[config.mk]
export PLATFORM = sky130hd
export DESIGN_NAME = xfer_flag_unit
export DESIGN_NICKNAME = d
export VERILOG_FILES = /design/src/rtl/xfer_flag_pkg.sv /design/src/rtl/sticky_bank.sv /design/src/rtl/flag_readback.sv /design/src/rtl/irq_combiner.sv /design/src/rtl/xfer_flag_unit.sv
export SDC_FILE = /design/constraint.sdc
export NUM_CORES = 1
export LEC_CHECK = 0
export BUFFER_PORTS_ARGS = -buffer_cell sky130_fd_sc_hd__buf_2
export CAP_MARGIN = 40
export CORE_ASPECT_RATIO = 1.4
export CORE_MARGIN = 5
export CORE_UTILIZATION = 42
export CTS_CLUSTER_SIZE = 14
export DETAILED_ROUTE_END_ITERATION = 7
export HOLD_SLACK_MARGIN = 0.03
export PLACE_DENSITY = 0.75
export SETUP_SLACK_MARGIN = 0.02
export SYNTH_ARGS = -nofsm -noshare
export SYNTH_HDL_FRONTEND = slang
export SYNTH_SLANG_ARGS = --single-unit
[constraint.sdc]
create_clock -name clk -period 2.75 [get_ports clk]
set_input_delay 0.55 -clock clk [delete_from_list [all_inputs] [get_ports clk]]
set_output_delay 0.55 -clock clk [all_outputs]
set_load 0.1 [all_outputs]
[src/rtl/xfer_flag_pkg.sv]
`timescale 1ns/1ps
package xfer_flag_pkg;
  // register word addresses
  localparam int A_STAT = 0;
  localparam int A_FERR = 1;
  localparam int A_FEN  = 2;
  localparam int A_CERR = 3;
  localparam int A_CEN  = 4;
  localparam int A_MASK = 5;
  // field positions
  localparam int LIVE_LSB = 4;   // 4 live FIFO level bits
  localparam int OP_LSB   = 8;   // 4 sticky service/done bits
  localparam int OP_W     = 4;
  localparam int LIVE_W   = 4;
  localparam int FE_LSB   = 2;   // 4 FIFO error bits
  localparam int FE_W     = 4;
  localparam int CE_LSB   = 0;   // 2 clock error bits
  localparam int CE_W     = 2;
  localparam int MASK_LSB = 8;   // service mask bits
  localparam int MASK_W   = 2;
  localparam int SVC_W    = 2;   // low bits of the op field are service
endpackage

[src/rtl/sticky_bank.sv]
`timescale 1ns/1ps
module sticky_bank #(
  parameter int W = 4
) (
  input  logic         clk,
  input  logic         rst,
  input  logic [W-1:0] set_i,
  input  logic [W-1:0] clr_i,
  output logic [W-1:0] q_o
);
  for (genvar i = 0; i < W; i++) begin : g_bit
    always_ff @(posedge clk) begin
      if (rst) q_o[i] <= 1'b0;
      else     q_o[i] <= set_i[i] | (q_o[i] & ~clr_i[i]);
    end

    // an event wins over a same-cycle clear
    a_r5_event_wins: assert property (@(posedge clk) disable iff (rst)
      set_i[i] |=> q_o[i]);
    // a clear without an event empties the flag
    a_r4_clear: assert property (@(posedge clk) disable iff (rst)
      (clr_i[i] && !set_i[i]) |=> !q_o[i]);
    // a flag holds while nobody clears it
    a_r3_hold: assert property (@(posedge clk) disable iff (rst)
      (q_o[i] && !clr_i[i]) |=> q_o[i]);
  end
endmodule

[src/rtl/flag_readback.sv]
`timescale 1ns/1ps
module flag_readback import xfer_flag_pkg::*; #(
  parameter int DATA_W = 32,
  parameter int ADDR_W = 3
) (
  input  logic [ADDR_W-1:0] addr_i,
  input  logic [LIVE_W-1:0] live_i,
  input  logic [OP_W-1:0]   op_i,
  input  logic [FE_W-1:0]   fe_i,
  input  logic [FE_W-1:0]   fen_i,
  input  logic [CE_W-1:0]   ce_i,
  input  logic [CE_W-1:0]   cen_i,
  input  logic [MASK_W-1:0] mask_i,
  output logic [DATA_W-1:0] word_o
);
  always_comb begin
    word_o = '0;
    case (int'(addr_i))
      A_STAT: begin
        word_o[OP_LSB +: OP_W]     = op_i;
        word_o[LIVE_LSB +: LIVE_W] = live_i;
      end
      A_FERR:  word_o[FE_LSB +: FE_W]     = fe_i;
      A_FEN:   word_o[FE_LSB +: FE_W]     = fen_i;
      A_CERR:  word_o[CE_LSB +: CE_W]     = ce_i;
      A_CEN:   word_o[CE_LSB +: CE_W]     = cen_i;
      A_MASK:  word_o[MASK_LSB +: MASK_W] = mask_i;
      default: word_o = '0;
    endcase
  end
endmodule

[src/rtl/irq_combiner.sv]
`timescale 1ns/1ps
module irq_combiner import xfer_flag_pkg::*; (
  input  logic              clk,
  input  logic              rst,
  input  logic [OP_W-1:0]   op_i,
  input  logic [MASK_W-1:0] mask_i,
  input  logic [FE_W-1:0]   fe_i,
  input  logic [FE_W-1:0]   fen_i,
  input  logic [CE_W-1:0]   ce_i,
  input  logic [CE_W-1:0]   cen_i,
  output logic              irq_o
);
  logic err_any, done_any, svc_any, pend;

  always_comb begin
    err_any  = |(fe_i & fen_i) | |(ce_i & cen_i);
    done_any = |op_i[OP_W-1:SVC_W];
    svc_any  = |(op_i[SVC_W-1:0] & ~mask_i);
    pend     = err_any | done_any | svc_any;
  end

  always_ff @(posedge clk) begin
    if (rst) irq_o <= 1'b0;
    else     irq_o <= pend;
  end

  // masked service alone never raises the interrupt
  a_r8_mask_quiet: assert property (@(posedge clk) disable iff (rst)
    (((op_i[SVC_W-1:0] & ~mask_i) == '0) && !done_any && !err_any) |=> !irq_o);
  // a done flag always reaches the interrupt
  a_r7_done_irq: assert property (@(posedge clk) disable iff (rst)
    done_any |=> irq_o);
endmodule

[src/rtl/xfer_flag_unit.sv]
`timescale 1ns/1ps
module xfer_flag_unit import xfer_flag_pkg::*; #(
  parameter int DATA_W = 32,
  parameter int ADDR_W = 3
) (
  input  logic              clk,
  input  logic              rst,
  input  logic              rx_not_empty,
  input  logic              tx_not_empty,
  input  logic              rx_full,
  input  logic              tx_full,
  input  logic              ev_rx_done,
  input  logic              ev_tx_done,
  input  logic              ev_rx_svc,
  input  logic              ev_tx_svc,
  input  logic              ev_tx_ovr,
  input  logic              ev_rx_udr,
  input  logic              ev_tx_udr,
  input  logic              ev_rx_ovr,
  input  logic              ev_clk_ovr,
  input  logic              ev_clk_udr,
  input  logic [ADDR_W-1:0] reg_addr,
  input  logic              reg_wr,
  input  logic [DATA_W-1:0] reg_wdata,
  output logic [DATA_W-1:0] reg_rdata,
  output logic              irq
);
  logic [LIVE_W-1:0] live;
  logic [OP_W-1:0]   op_set, op_clr, op_q;
  logic [FE_W-1:0]   fe_set, fe_clr, fe_q, fen_q;
  logic [CE_W-1:0]   ce_set, ce_clr, ce_q, cen_q;
  logic [MASK_W-1:0] mask_q;
  logic [DATA_W-1:0] rd_word;
  logic wr_stat, wr_ferr, wr_fen, wr_cerr, wr_cen, wr_mask;

  always_comb begin
    live    = {rx_full, tx_full, rx_not_empty, tx_not_empty};
    op_set  = {ev_rx_done, ev_tx_done, ev_rx_svc, ev_tx_svc};
    fe_set  = {ev_tx_ovr, ev_rx_udr, ev_tx_udr, ev_rx_ovr};
    ce_set  = {ev_clk_ovr, ev_clk_udr};
    wr_stat = reg_wr && (int'(reg_addr) == A_STAT);
    wr_ferr = reg_wr && (int'(reg_addr) == A_FERR);
    wr_fen  = reg_wr && (int'(reg_addr) == A_FEN);
    wr_cerr = reg_wr && (int'(reg_addr) == A_CERR);
    wr_cen  = reg_wr && (int'(reg_addr) == A_CEN);
    wr_mask = reg_wr && (int'(reg_addr) == A_MASK);
    op_clr  = wr_stat ? reg_wdata[OP_LSB +: OP_W] : '0;
    fe_clr  = wr_ferr ? reg_wdata[FE_LSB +: FE_W] : '0;
    ce_clr  = wr_cerr ? reg_wdata[CE_LSB +: CE_W] : '0;
  end

  sticky_bank #(.W(OP_W)) u_op_bank (
    .clk(clk), .rst(rst), .set_i(op_set), .clr_i(op_clr), .q_o(op_q));
  sticky_bank #(.W(FE_W)) u_fe_bank (
    .clk(clk), .rst(rst), .set_i(fe_set), .clr_i(fe_clr), .q_o(fe_q));
  sticky_bank #(.W(CE_W)) u_ce_bank (
    .clk(clk), .rst(rst), .set_i(ce_set), .clr_i(ce_clr), .q_o(ce_q));

  always_ff @(posedge clk) begin
    if (rst) begin
      fen_q  <= '0;
      cen_q  <= '0;
      mask_q <= '0;
    end else begin
      if (wr_fen)  fen_q  <= reg_wdata[FE_LSB +: FE_W];
      if (wr_cen)  cen_q  <= reg_wdata[CE_LSB +: CE_W];
      if (wr_mask) mask_q <= reg_wdata[MASK_LSB +: MASK_W];
    end
  end

  flag_readback #(.DATA_W(DATA_W), .ADDR_W(ADDR_W)) u_read (
    .addr_i(reg_addr), .live_i(live), .op_i(op_q), .fe_i(fe_q),
    .fen_i(fen_q), .ce_i(ce_q), .cen_i(cen_q), .mask_i(mask_q),
    .word_o(rd_word));

  always_ff @(posedge clk) begin
    if (rst) reg_rdata <= '0;
    else     reg_rdata <= rd_word;
  end

  irq_combiner u_irq (
    .clk(clk), .rst(rst), .op_i(op_q), .mask_i(mask_q), .fe_i(fe_q),
    .fen_i(fen_q), .ce_i(ce_q), .cen_i(cen_q), .irq_o(irq));

  // status reads carry the live FIFO levels of the sampling edge
  a_r2_live_bits: assert property (@(posedge clk) disable iff (rst)
    (int'(reg_addr) == A_STAT) |=>
      (reg_rdata[LIVE_LSB +: LIVE_W] == $past(live)));
  // unmapped addresses read as zero
  a_r9_unmapped_zero: assert property (@(posedge clk) disable iff (rst)
    (int'(reg_addr) > A_MASK) |=> (reg_rdata == '0));
  // a write of the clock enables is visible on the next read of them
  a_r6_cen_load: assert property (@(posedge clk) disable iff (rst)
    wr_cen |=> (cen_q == $past(reg_wdata[CE_LSB +: CE_W])));
endmodule

==> metrics <==
Crit Reg-Reg Endpoint u_irq.irq_o$_SDFF_PP0_; fraction of layout cells with a size suffix above 1 about a quarter; CTS H-tree lvls 2; Setup TNS 0 ns; run status finished, final reports clean; Startpoint Class flip-flop; critical path capture point type output pin; critical path class flip-flop to output pin; port buffer count 42; setup bufs post-CTS 0; Reg2Reg Setup Slack around 1.7 ns; via/cell ratio roughly 4.7; RR Startpoint u_fe_bank.q_o[0]$_SDFF_PP0_; Post-synth EDFFs 0; Top FF cell, synth dfxtp_1; sw power 362 µW; Hold Vio Cnt, Final 0; Overflow after GRT 0; WP data arrival approximately 1.0 ns; fmax 0.640 GHz; Yosys top cell area share 44.1%; cell accounting for the most synthesized area dfxtp_1; RSZ-0062 raised after global routing false; Area contributors post-synth dfxtp_1, buf_4, mux2i_1, inv_1, a21oi_1; width of the die a little under 60 µm; Die ar. approximately 4600 µm²; synth warn 0; Synth Cell Area between 1000 and 1500 µm²; part of the power in the clock network between 30% and 40%; Flop pwr share a little over two fifths; global-route usage over all layers between 10% and 20%; Internal Power roughly 740 µW; post-synthesis sequential area ratio 44.1%; Cell Rows 25; mux contribution to synthesized area 7.11%; CTS tree built; largest net degree at the start of global routing 29; Core Area between 3000 and 4000 µm²; n_diodes 0; Area Growth Syn to Fin 17.6%; Pleak 0.000834 µW; CTS root buf clkbuf_8; Max VDD drop about 400 µV; CP peak stage delay around 0.42 ns; initial antenna violation count 0; Synth Area in Compound Gates 14.3%; PwrDens about 660 nW/µm²; area share of xor/xnor cells in the synthesized design 0%; IO Pins 85; PostCTS Resize Cnt 0; Fin Hold WS 0.466 ns; Crit path required time 2.20 ns; Post-route DRC 0; Initial Utilization 42.5%; sink of the worst hold path reg_rdata[6]$_SDFF_PP0_; drt wl/cell approximately 12 µm; Initial DRT Pass Iterations 4; crit-path cells buf_2; antenna viol nets, final 0; Clock Pin Slew Worst Setup and Hold Paths 0.06 ns; crit path max fanout 1; reg2reg path depth 3; Max clock buf depth 2; hold path cells 2; endpoints failing setup 0; CP bufs+invs 1; Final period util a little under three fifths; # hold bufs at CTS 0; largest family of logic cells by synthesized area buffers and inverters; share of synthesized flip-flops with an asynchronous set or reset 0%; Cell variety after synth 30; nets around 250; vias in the first global route between 1000 and 1500; die height 78.5 µm; Simple-Gate Fraction of Synth Area between 10% and 20%; DR iter-0 viols 19; min Tclk post-route ~1.6 ns; count of final max-slew check failures 0; RePlAce Congestion 0.717; CTS Buf Count 5; drt total wl ~2800 µm; Synth Area per Inst just under 9 µm²; Synth top cells by count dfxtp_1, inv_1, buf_4, a21oi_1, nor2_1; clk_lat worst skew 0.28 ns; Min-Delay Startpoint tx_full; Adder-Cell Fraction of Synth Area 0%; combinational share of power roughly 22%; Max Clock Skew just under 0.003 ns; Worst Hold Class primary input to flip-flop; Cells after Synth between 150 and 200; Sw Share between 30% and 40%; count leader, synth dfxtp_1; number of synthesized register bits 31; global-route wire length before repair 4570 µm; max_cap viols 0; critical path's slowest cell buf_2; vias post-DR approximately 1100; CP top delay family buffers and inverters; clock sink count 31; DPL Wire Length roughly 2100 µm
==> flip-flops by register name (all words and copies together) (netlist names) <==
| register | flops |
|---|---|
| fen_q | 4 |
| u_op_bank.q_o | 4 |
| u_irq.irq_o | 1 |
| mask_q | 2 |
| u_fe_bank.q_o | 4 |
| reg_rdata | 12 |
| cen_q | 2 |
| u_ce_bank.q_o | 2 |
==> worst max-delay path by stage <==
stage / from / to / slack, ns / cells past startpoint
floorplan: u_irq.irq_o$_SDFF_PP0_ / irq / 1.29 / 0
global placement: reg_addr[1] / u_op_bank.q_o[3]$_SDFF_PP0_ / 1.07 / 4
detailed placement: reg_addr[1] / u_op_bank.q_o[0]$_SDFF_PP0_ / 1.05 / 4
CTS: reg_rdata[8]$_SDFF_PP0_ / reg_rdata[8] / 1.16 / 1
global route: reg_rdata[8]$_SDFF_PP0_ / reg_rdata[8] / 1.15 / 1
finish: reg_rdata[3]$_SDFF_PP0_ / reg_rdata[3] / 1.19 / 1
==> routing by layer <==
layer	track usage, %	up-vias	wire [µm]
met4	9.52	0	90
met5	0	-	0
met2	22.9	41	1430
met1	12.7	497	1000
met3	4.93	6	261
li1	-	575	-
==> stage by stage <==
stage	total power (µW)	instances	setup WS, ns	cell area (µm²)	utilization, %
finish	1100	240	1.19	1660	49.9
global route	1140	240	1.15	1660	49.9
CTS	1120	240	1.16	1660	49.9
detailed placement	723	232	1.05	1560	46.9
global placement	721	232	1.07	1560	46.9
floorplan	707	177	1.29	1480	-
==> final cells by class <==
cell class | count | area, µm²
fill | 345 | 1660
sequential | 31 | 621
tap | 40 | 50.0
inverter | 22 | 82.6
timing repair buffer | 42 | 210
clock buffer | 8 | 100
multi-input combinational | 97 | 592
==> logic make-up (layout without fill, tap and decap cells) <==
| logic type | count (synthesis) | in the layout |
|---|---|---|
| and+or+nand+nor | 34 | 34 |
| buffers and inverters | 49 | 72 |
| AOI/OAI and AO/OA | 33 | 33 |
| other | 1 | 20 |
| muxes | 10 | 10 |
| DFF | 31 | 31 |
==> cells in the final DEF, fill, tap and decap left out <==
master and count:
buf_2 42, dfxtp_1 31, a211oi_1 1, clkbuf_8 7, a22o_1 1, clkbuf_1 1
and4bb_1 2, nor2_1 12, a2bb2oi_1 2, and3_1 2, a31oi_1 1, a32oi_1 2
o21ai_1 6, nand4b_1 2, and3b_1 1, o21ai_0 4, and2b_1 1, a222oi_1 1
a21oi_1 12, nor2b_1 1, nor4_2 1, inv_1 22, a22oi_1 2, nor3_1 6
nand4bb_1 1, or4b_4 1, conb_1 20, mux2i_1 10, and2_1 4, a221oi_1 1
==> power by group through the flow <==
stage | registers [µW] | clock network (µW) | logic [µW]
after detailed placement | 487 | 0 | 236
final | 477 | 386 | 236
after global placement | 487 | 0 | 234
after floorplan | 516 | 0 | 191
after global routing | 479 | 415 | 250
after CTS | 477 | 403 | 236
Power figures use the tool's default switching activity.
